$ cat src/rtl/wm_pkg.sv
package wm_pkg;
  // Strobes from control to datapath
  typedef struct packed {
    logic load;   // capture a new coefficient into the output stage
    logic blend;  // apply the weighted sum (luma) instead of bypass
  } wm_strobe_t;
endpackage

$ cat src/rtl/wm_ctrl.sv
module wm_ctrl
  import wm_pkg::*;
#(
  parameter int COEFS   = 64,
  parameter int BLOCKS  = 1350,
  parameter int FRAME_W = 16,
  localparam int CW     = $clog2(COEFS),
  localparam int BIW    = $clog2(BLOCKS > 1 ? BLOCKS : 2)
) (
  input  logic               clk,
  input  logic               rstN,
  input  logic               hostValid,
  input  logic               hostLuma,
  input  logic               hostSob,
  input  logic               logoValid,
  input  logic               logoSob,
  input  logic               outValid,
  input  logic               outReady,
  output logic               hostReady,
  output logic               logoReady,
  output wm_strobe_t         strobe,
  output logic [BIW-1:0]     blockIdx,
  output logic [FRAME_W-1:0] frameCnt,
  output logic               errFlag
);
  logic          canAccept;
  logic          lumaFire;
  logic          chromaFire;
  logic          lastCoef;
  logic          lastBlock;
  logic [CW-1:0] coefIdx;

  assign canAccept  = !outValid || outReady;
  assign lumaFire   = canAccept && hostValid && hostLuma && logoValid;
  assign chromaFire = canAccept && hostValid && !hostLuma;

  assign hostReady  = canAccept && (hostLuma ? logoValid : 1'b1);
  assign logoReady  = canAccept && hostValid && hostLuma;

  assign strobe.load  = lumaFire || chromaFire;
  assign strobe.blend = lumaFire;

  assign lastCoef  = (coefIdx == CW'(COEFS - 1));
  assign lastBlock = (blockIdx == BIW'(BLOCKS - 1));

  always_ff @(posedge clk) begin
    if (!rstN) begin
      coefIdx  <= '0;
      blockIdx <= '0;
      frameCnt <= '0;
    end else if (lumaFire) begin
      coefIdx <= lastCoef ? '0 : coefIdx + 1'b1;
      if (lastCoef) begin
        if (lastBlock) begin
          blockIdx <= '0;
          frameCnt <= frameCnt + 1'b1;
        end else begin
          blockIdx <= blockIdx + 1'b1;
        end
      end
    end
  end

  always_ff @(posedge clk) begin
    if (!rstN)                               errFlag <= 1'b0;
    else if (lumaFire && hostSob != logoSob) errFlag <= 1'b1;
  end
endmodule

$ cat src/rtl/wm_datapath.sv
module wm_datapath
  import wm_pkg::*;
#(
  parameter int DW      = 12,
  parameter int FRAC    = 8,
  parameter int ALPHA_Q = 230,
  parameter int BETA_Q  = 26,
  localparam int PW     = 2 * DW + 2
) (
  input  logic                 clk,
  input  logic                 rstN,
  input  wm_strobe_t           strobe,
  input  logic signed [DW-1:0] hostData,
  input  logic signed [DW-1:0] logoData,
  input  logic                 hostSob,
  input  logic                 hostLuma,
  input  logic                 outReady,
  output logic                 outValid,
  output logic signed [DW-1:0] outData,
  output logic                 outSob,
  output logic                 outLuma
);
  localparam logic signed [PW-1:0] ALPHA_S = PW'(ALPHA_Q);
  localparam logic signed [PW-1:0] BETA_S  = PW'(BETA_Q);
  localparam logic signed [PW-1:0] HALF_S  = PW'(1 << (FRAC - 1));
  localparam logic signed [PW-1:0] MAX_S   = PW'((1 << (DW - 1)) - 1);
  localparam logic signed [PW-1:0] MIN_S   = -PW'(1 << (DW - 1));

  logic signed [PW-1:0] hostExt, logoExt, weighted, rounded;
  logic signed [DW-1:0] blended, nextData;

  assign hostExt  = PW'(hostData);
  assign logoExt  = PW'(logoData);
  assign weighted = hostExt * ALPHA_S + logoExt * BETA_S;
  assign rounded  = (weighted + HALF_S) >>> FRAC;

  always_comb begin
    if (rounded > MAX_S)      blended = MAX_S[DW-1:0];
    else if (rounded < MIN_S) blended = MIN_S[DW-1:0];
    else                      blended = rounded[DW-1:0];
  end

  assign nextData = strobe.blend ? blended : hostData;

  always_ff @(posedge clk) begin
    if (!rstN) begin
      outValid <= 1'b0;
      outData  <= '0;
      outSob   <= 1'b0;
      outLuma  <= 1'b0;
    end else if (strobe.load) begin
      outValid <= 1'b1;
      outData  <= nextData;
      outSob   <= hostSob;
      outLuma  <= hostLuma;
    end else if (outReady) begin
      outValid <= 1'b0;
    end
  end
endmodule

$ cat src/rtl/wm_embedder.sv
module wm_embedder
  import wm_pkg::*;
#(
  parameter int DW      = 12,
  parameter int BLK_DIM = 8,
  parameter int BLOCKS  = 1350,
  parameter int FRAME_W = 16,
  parameter int FRAC    = 8,
  parameter int ALPHA_Q = 230,
  parameter int BETA_Q  = 26,
  localparam int COEFS  = BLK_DIM * BLK_DIM,
  localparam int BIW    = $clog2(BLOCKS > 1 ? BLOCKS : 2)
) (
  input  logic                 clk,
  input  logic                 rstN,
  input  logic                 hostValid,
  output logic                 hostReady,
  input  logic signed [DW-1:0] hostData,
  input  logic                 hostSob,
  input  logic                 hostLuma,
  input  logic                 logoValid,
  output logic                 logoReady,
  input  logic signed [DW-1:0] logoData,
  input  logic                 logoSob,
  output logic                 outValid,
  input  logic                 outReady,
  output logic signed [DW-1:0] outData,
  output logic                 outSob,
  output logic                 outLuma,
  output logic [BIW-1:0]       blockIdx,
  output logic [FRAME_W-1:0]   frameCnt,
  output logic                 errFlag
);
  wm_strobe_t strobe;

  wm_ctrl #(.COEFS(COEFS), .BLOCKS(BLOCKS), .FRAME_W(FRAME_W)) u_ctrl (
    .clk(clk), .rstN(rstN),
    .hostValid(hostValid), .hostLuma(hostLuma), .hostSob(hostSob),
    .logoValid(logoValid), .logoSob(logoSob),
    .outValid(outValid), .outReady(outReady),
    .hostReady(hostReady), .logoReady(logoReady), .strobe(strobe),
    .blockIdx(blockIdx), .frameCnt(frameCnt), .errFlag(errFlag)
  );

  wm_datapath #(.DW(DW), .FRAC(FRAC), .ALPHA_Q(ALPHA_Q), .BETA_Q(BETA_Q)) u_dp (
    .clk(clk), .rstN(rstN), .strobe(strobe),
    .hostData(hostData), .logoData(logoData),
    .hostSob(hostSob), .hostLuma(hostLuma), .outReady(outReady),
    .outValid(outValid), .outData(outData), .outSob(outSob), .outLuma(outLuma)
  );
endmodule

$ cat config.mk
export PLATFORM = sky130hd
export DESIGN_NAME = wm_embedder
export DESIGN_NICKNAME = d
export VERILOG_FILES = /design/src/rtl/wm_pkg.sv /design/src/rtl/wm_ctrl.sv /design/src/rtl/wm_datapath.sv /design/src/rtl/wm_embedder.sv
export SDC_FILE = /design/constraint.sdc
export NUM_CORES = 1
export LEC_CHECK = 0
export BUFFER_PORTS_ARGS = -buffer_cell sky130_fd_sc_hd__buf_2
export CORE_ASPECT_RATIO = 0.8
export CORE_MARGIN = 5
export CORE_UTILIZATION = 48
export CTS_CLUSTER_SIZE = 12
export DETAILED_ROUTE_END_ITERATION = 6
export PLACE_DENSITY = 0.69
export REMOVE_ABC_BUFFERS = 1
export SYNTH_ARGS = -nofsm -noshare
export SYNTH_HDL_FRONTEND = slang
export SYNTH_SLANG_ARGS = --single-unit
$ cat constraint.sdc
create_clock -name clk -period 18.2 [get_ports clk]
set_input_delay 4.55 -clock clk [delete_from_list [all_inputs] [get_ports clk]]
set_output_delay 4.55 -clock clk [all_outputs]
set_load 0.05 [all_outputs]
* Word level (Yosys, flattened, before mapping)
Cells that the tools add are included.
Cells by class: equal/unequal tests 3, reduce and logical (&&, ||, !) cells 13, $add $sub $neg 5, order comparisons 2, multiplexer cells 8, multiply operators 2
Operator list (number):
- 12-bit 2-to-1 mux | 3
- 26-bit adder | 1
- 26-bit by 9-bit adder with 26-bit output (second input constant) | 1
- 12-bit by 8-bit multiplier with 20-bit output (second input constant) | 1
- 18-bit by 12-bit > comparator with 1-bit output (second input constant) | 1
- 18-bit by 12-bit < comparator with 1-bit output (second input constant) | 1
- 12-bit by 5-bit multiplier with 17-bit output (second input constant) | 1
- 16-bit by 1-bit adder with 16-bit output (second input constant) | 1
- 11-bit by 1-bit adder with 11-bit output (second input constant) | 1
- 11-bit equality test (second input constant) | 1
- 11-bit 2-to-1 mux | 1
- 6-bit by 1-bit adder with 6-bit output (second input constant) | 1
- 6-bit equality test (second input constant) | 1
- 1-bit logical AND | 6
- 6-bit 2-to-1 mux | 1
- 1-bit 2-to-1 mux | 3
- 3-bit AND reduction | 1
- 1-bit logical NOT | 2
- 1-bit logical OR | 2
- 2-bit AND reduction | 1
- 2-bit nonzero test | 1
- 1-bit inequality test | 1
Storage, ports and cells: word-level logic and storage cells 41, flip-flop bits (word level) 49, output and inout port bits 45, bits of input ports 32

* Logic depth before layout (Yosys ltp)
depth after elaboration 7, mapped depth 29

* By module
Synthesis repeated with hierarchy kept, for this count alone.
Second synthesis, totals: cell total of the unflattened synthesis 780, area, all modules 6541.3 um2
By module, submodules not included:
- wm_datapath | cells an instance 589, area each 4892.2 um2, times used 1
- wm_ctrl | cells an instance 191, area each 1649.1 um2, times used 1

* Worst setup path before layout
Ideal clock, no wire load.
path type input to output, start input outReady, end output hostReady, stages 2, data required time 13.650 ns, arrival 5.936 ns, buffers on the path 0, slack 7.714 ns, path through nand2b_1 > a21boi_0
On the way: cells in the longest elaborated chain, start to end 2
RTL lines:
- from (decl) | line wm_embedder.sv:26 | input logic outReady,
- 1-bit logical OR | line wm_ctrl.sv:33 | assign canAccept = !outValid || outReady;
- 1-bit logical AND | line wm_ctrl.sv:37 | assign hostReady = canAccept && (hostLuma ? logoValid : 1'b1);
- to (decl) | line wm_embedder.sv:17 | output logic hostReady,
Every way passes these cells.

* Worst setup path after layout
start input hostData[1], end register u_dp.outData[10]
On the way: cells in the longest elaborated chain, start to end 7, elaborated cells between the ends (all ways) 8, those cells by class 2 x add/sub; 1 x mul; 2 x order compare; 3 x mux
RTL lines:
- from (decl) | line wm_embedder.sv:18 | input logic signed [DW-1:0] hostData,
- 12-bit by 8-bit multiplier with 20-bit output * | line wm_datapath.sv:34 | assign weighted = hostExt * ALPHA_S + logoExt * BETA_S;
- 26-bit adder * | line wm_datapath.sv:34
- 26-bit by 9-bit adder with 26-bit output * | line wm_datapath.sv:35 | assign rounded = (weighted + HALF_S) >>> FRAC;
- 18-bit by 12-bit < comparator with 1-bit output | line wm_datapath.sv:39 | else if (rounded < MIN_S) blended = MIN_S[DW-1:0];
- 12-bit 2-to-1 mux | line wm_datapath.sv:39
- 12-bit 2-to-1 mux * | line wm_datapath.sv:38 | if (rounded > MAX_S) blended = MAX_S[DW-1:0];
- 12-bit 2-to-1 mux * | line wm_datapath.sv:43 | assign nextData = strobe.blend ? blended : hostData;
- to (signal assigned) | line wm_datapath.sv:53 | outData <= nextData;
- to (decl) | line wm_datapath.sv:19 | output logic signed [DW-1:0] outData,
Every way passes the cells marked *; elsewhere a longest branch is shown, timed or not. A chain may end at the register's enable or synchronous reset.

==> flow_metrics.env <==
export IMPL_ys_async_sr_fraction_pct=0
export IMPL_route_detailed_drc=0
export IMPL_combPwrFrac_pct=83.4
export IMPL_crit_arrival_ns=11.03
export IMPL_cts_tree="built"
export IMPL_dpl_cell_area_sq_um=6890
export IMPL_synth_area_per_cell_sq_um=8.46
export IMPL_cts_root_buf="clkbuf_16"
export IMPL_synth_edf_count=0
export IMPL_dp_hpwl_microns=11400
export IMPL_maxSlewHeadroom_pct=31.4
export IMPL_wire_per_inst_microns=13.2
export IMPL_timing_rr_start="u_dp.outValid"
export IMPL_grt_pass1_vias=4949
export IMPL_cts_setup_buffers=0
export IMPL_io_buffers=76
export IMPL_die_w_microns=138
export IMPL_worstSetupStartpointType="input pin"
export IMPL_gp_congestion=0.867
export IMPL_cpLargestDelayFamily="compound AO/OA/AOI/OAI gates"
export IMPL_final_area_sq_um=7050
export IMPL_intPower_mw=0.644
export IMPL_endpoint_kind="register"
export IMPL_grt_max_degree=23
export IMPL_min_from="u_dp.outData[3]"
export IMPL_synth_most_common_cell="inv_1"
export IMPL_rsz0062_at_grt="no"
export IMPL_hold_violations=0
export IMPL_core_area_sq_um=12900
export IMPL_overflow=0
export IMPL_synth_flop_cell="dfxtp_1"
export IMPL_synth_largest_area_cell="ha_1"
export IMPL_h_tree_depth=2
export IMPL_viasPerCell=5.12
export IMPL_worstPathRequired_ns=18.34
export IMPL_ys_types=64
export IMPL_skew_ns=0.00404
export IMPL_hold_depth=2
export IMPL_synthTopCellsByArea="ha_1 (24%), dfxtp_1 (16%), fa_1 (12%)"
export IMPL_cap_violations=0
export IMPL_clk_latency_ns=0.29
export IMPL_holdPathEnd="u_dp.outData[3]"
export IMPL_power_mw=1.35
export IMPL_placementRows=37
export IMPL_fmax_mhz=91.8
export IMPL_cts_hold_buf=0
export IMPL_finalCritPeriodShare_pct=59.8
export IMPL_switching_share_pct=52.4
export IMPL_status="finished clean"
export IMPL_yosysSeqAreaShare_pct=15.5
export IMPL_routed_wirelength_microns=13100
export IMPL_die_y_microns=113
export IMPL_r2r_end="u_ctrl.frameCnt[11]"
export IMPL_die_area_sq_um=15600
export IMPL_ant_nets=0
export IMPL_setup_viol=0
export IMPL_period_needed_ns=10.89
export IMPL_grtUsageTotal_pct=17.1
export IMPL_r2r_cells=11
export IMPL_vias=5107
export IMPL_drt_iter0_markers=218
export IMPL_synth_top_cell_area_share_pct=23.6
export IMPL_grt_pass1_wl_microns=23000
export IMPL_area_delta_synth_final_pct=11.6
export IMPL_syn_inst=747
export IMPL_clkPwrFrac_pct=7.7
export IMPL_cts_resized=0
export IMPL_critPathSlowestCell="o2111a_1"
export IMPL_peakVddDrop_mv=0.188
export IMPL_worst_slew_pin_slew_ns=1.03
export IMPL_cts_buffers=5
export IMPL_drv_slew=0
export IMPL_tns_ns=0
export IMPL_cts_path_max_buffers=2
export IMPL_clock_sinks=49
export IMPL_r2r_slack_ns=15.34
export IMPL_seqPwrFrac_pct=8.9
export IMPL_antenna_found_initial=0
export IMPL_crit_type="in -> reg"
export IMPL_nNetsFinal=1013
export IMPL_io_pins=77
export IMPL_cp_slowest_stage_delay_ns=0.65
export IMPL_drive_gt1_share_pct=13.5
export IMPL_netSwitchingPower_mw=0.709
export IMPL_cpMostUsedCell="ha_1"
export IMPL_start_util_pct=49.1
export IMPL_diodes=0
export IMPL_hp_class="reg -> reg"
export IMPL_clkTransAtPathRegs_ns=0.06
export IMPL_power_leakage_nw=3.63
export IMPL_p_per_area_nw_per_um2=192
export IMPL_drt_pass1_iterations=4
export IMPL_netlist_area_sq_um=6320
export IMPL_path_buf_inv=4
export IMPL_yosysWarnings=0
export IMPL_holdWs_ns=0.463
export IMPL_cp_max_fo=11
export IMPL_ys_top_cells_by_count="inv_1 (132), ha_1 (119), nor2_1 (58)"
export IMPL_synth_seq_cells=49
==> flip-flops by register name, summed over array words and instances, names as in the netlist <==
| register | flops |
|---|---|
| u_ctrl.blockIdx | 11 |
| u_ctrl.frameCnt | 16 |
| u_dp.outLuma | 1 |
| u_dp.outSob | 1 |
| u_dp.outData | 12 |
| u_ctrl.errFlag | 1 |
| u_dp.outValid | 1 |
| u_ctrl.coefIdx | 6 |
==> how the worst max path moves through the flow <==
stage               slack, ns         from                to  cells past startpoint
floorplan                7.71     outReady         hostReady                      2
global placement         7.23  hostData[1]  u_dp.outData[10]                     28
detailed placement       7.07  hostData[1]  u_dp.outData[10]                     28
CTS                      7.36  hostData[1]  u_dp.outData[10]                     28
global route             6.74  hostData[0]  u_dp.outData[10]                     28
finish                   7.31  hostData[1]  u_dp.outData[10]                     29
==> kinds of logic (layout without fill, tap and decap cells) <==
family | after synthesis | in the layout | share of synthesized area [%]
XOR/XNOR | 60 | 60 | 8.32
AND/OR/NAND/NOR | 201 | 201 | 15.4
adder cells (fa/ha/maj) | 158 | 158 | 35.9
multiplexers | 7 | 7 | 1.15
AO/OA/AOI/OAI | 130 | 130 | 15.0
buffers and inverters | 142 | 218 | 8.60
flip-flops | 49 | 49 | 15.5
==> placed cells by master, fill, tap and decap left out, types with 3 or more instances in the layout <==
cell	count
nand3b_1	3
a21o_1	5
xor2_1	28
a21boi_1	3
xnor2_1	32
nor3_1	5
o21ai_0	30
and3_1	12
o211ai_2	10
nand2b_1	8
clkbuf_16	5
and2_1	8
nor2b_1	5
dfxtp_1	49
nor2_1	58
or3_1	11
buf_4	3
nand4_1	8
a21oi_1	35
nand3_1	17
a21boi_0	3
fa_1	39
mux2i_1	5
a211oi_1	4
ha_1	119
inv_1	132
nand2_1	54
buf_2	76
o21bai_1	5
o21a_1	5
==> power groups by stage <==
stage               Clock, mW  Combinational (mW)  Sequential (mW)
finish                  0.104                1.13            0.120
global route            0.109                1.28            0.121
CTS                     0.105                1.14            0.120
detailed placement          0                1.14            0.122
global placement            0                1.13            0.122
floorplan                   0               0.877            0.149
==> per-stage QoR <==
stage	worst slack (ns)	std cells	utilization [%]
2_1_floorplan	7.71	737	-
3_3_place_gp	7.23	991	53.5
3_5_place_dp	7.07	991	53.5
4_1_cts	7.36	998	54.8
5_1_grt	6.74	998	54.8
6_report	7.31	998	54.8
==> layout make-up <==
type	instances	area, sq um
clock buffers	5	125
clock inverters	2	35.0
fillers	1263	5820
inverters	132	495
multi-input cells	556	4790
flip-flops and latches	49	981
well taps	175	219
repair buffers	79	403
==> tightest hold or removal path, cell delays in order, from the launching register on <==
cell	delay (ns)
dfxtp_1	0.32
nand2_1	0.06
o211ai_2	0.05
==> layer usage <==
| layer | wire (microns) | track usage [%] | up-vias | share of wire [%] |
|---|---|---|---|---|
| li1 | - | - | 2647 | - |
| met1 | 6740 | 25.0 | 2362 | 51 |
| met2 | 5840 | 27.8 | 92 | 44 |
| met3 | 517 | 2.68 | 6 | 3.9 |
| met4 | 36 | 1.38 | 0 | 0.27 |
| met5 | 0 | 0 | - | 0 |
Power figures use the tool's default switching activity.
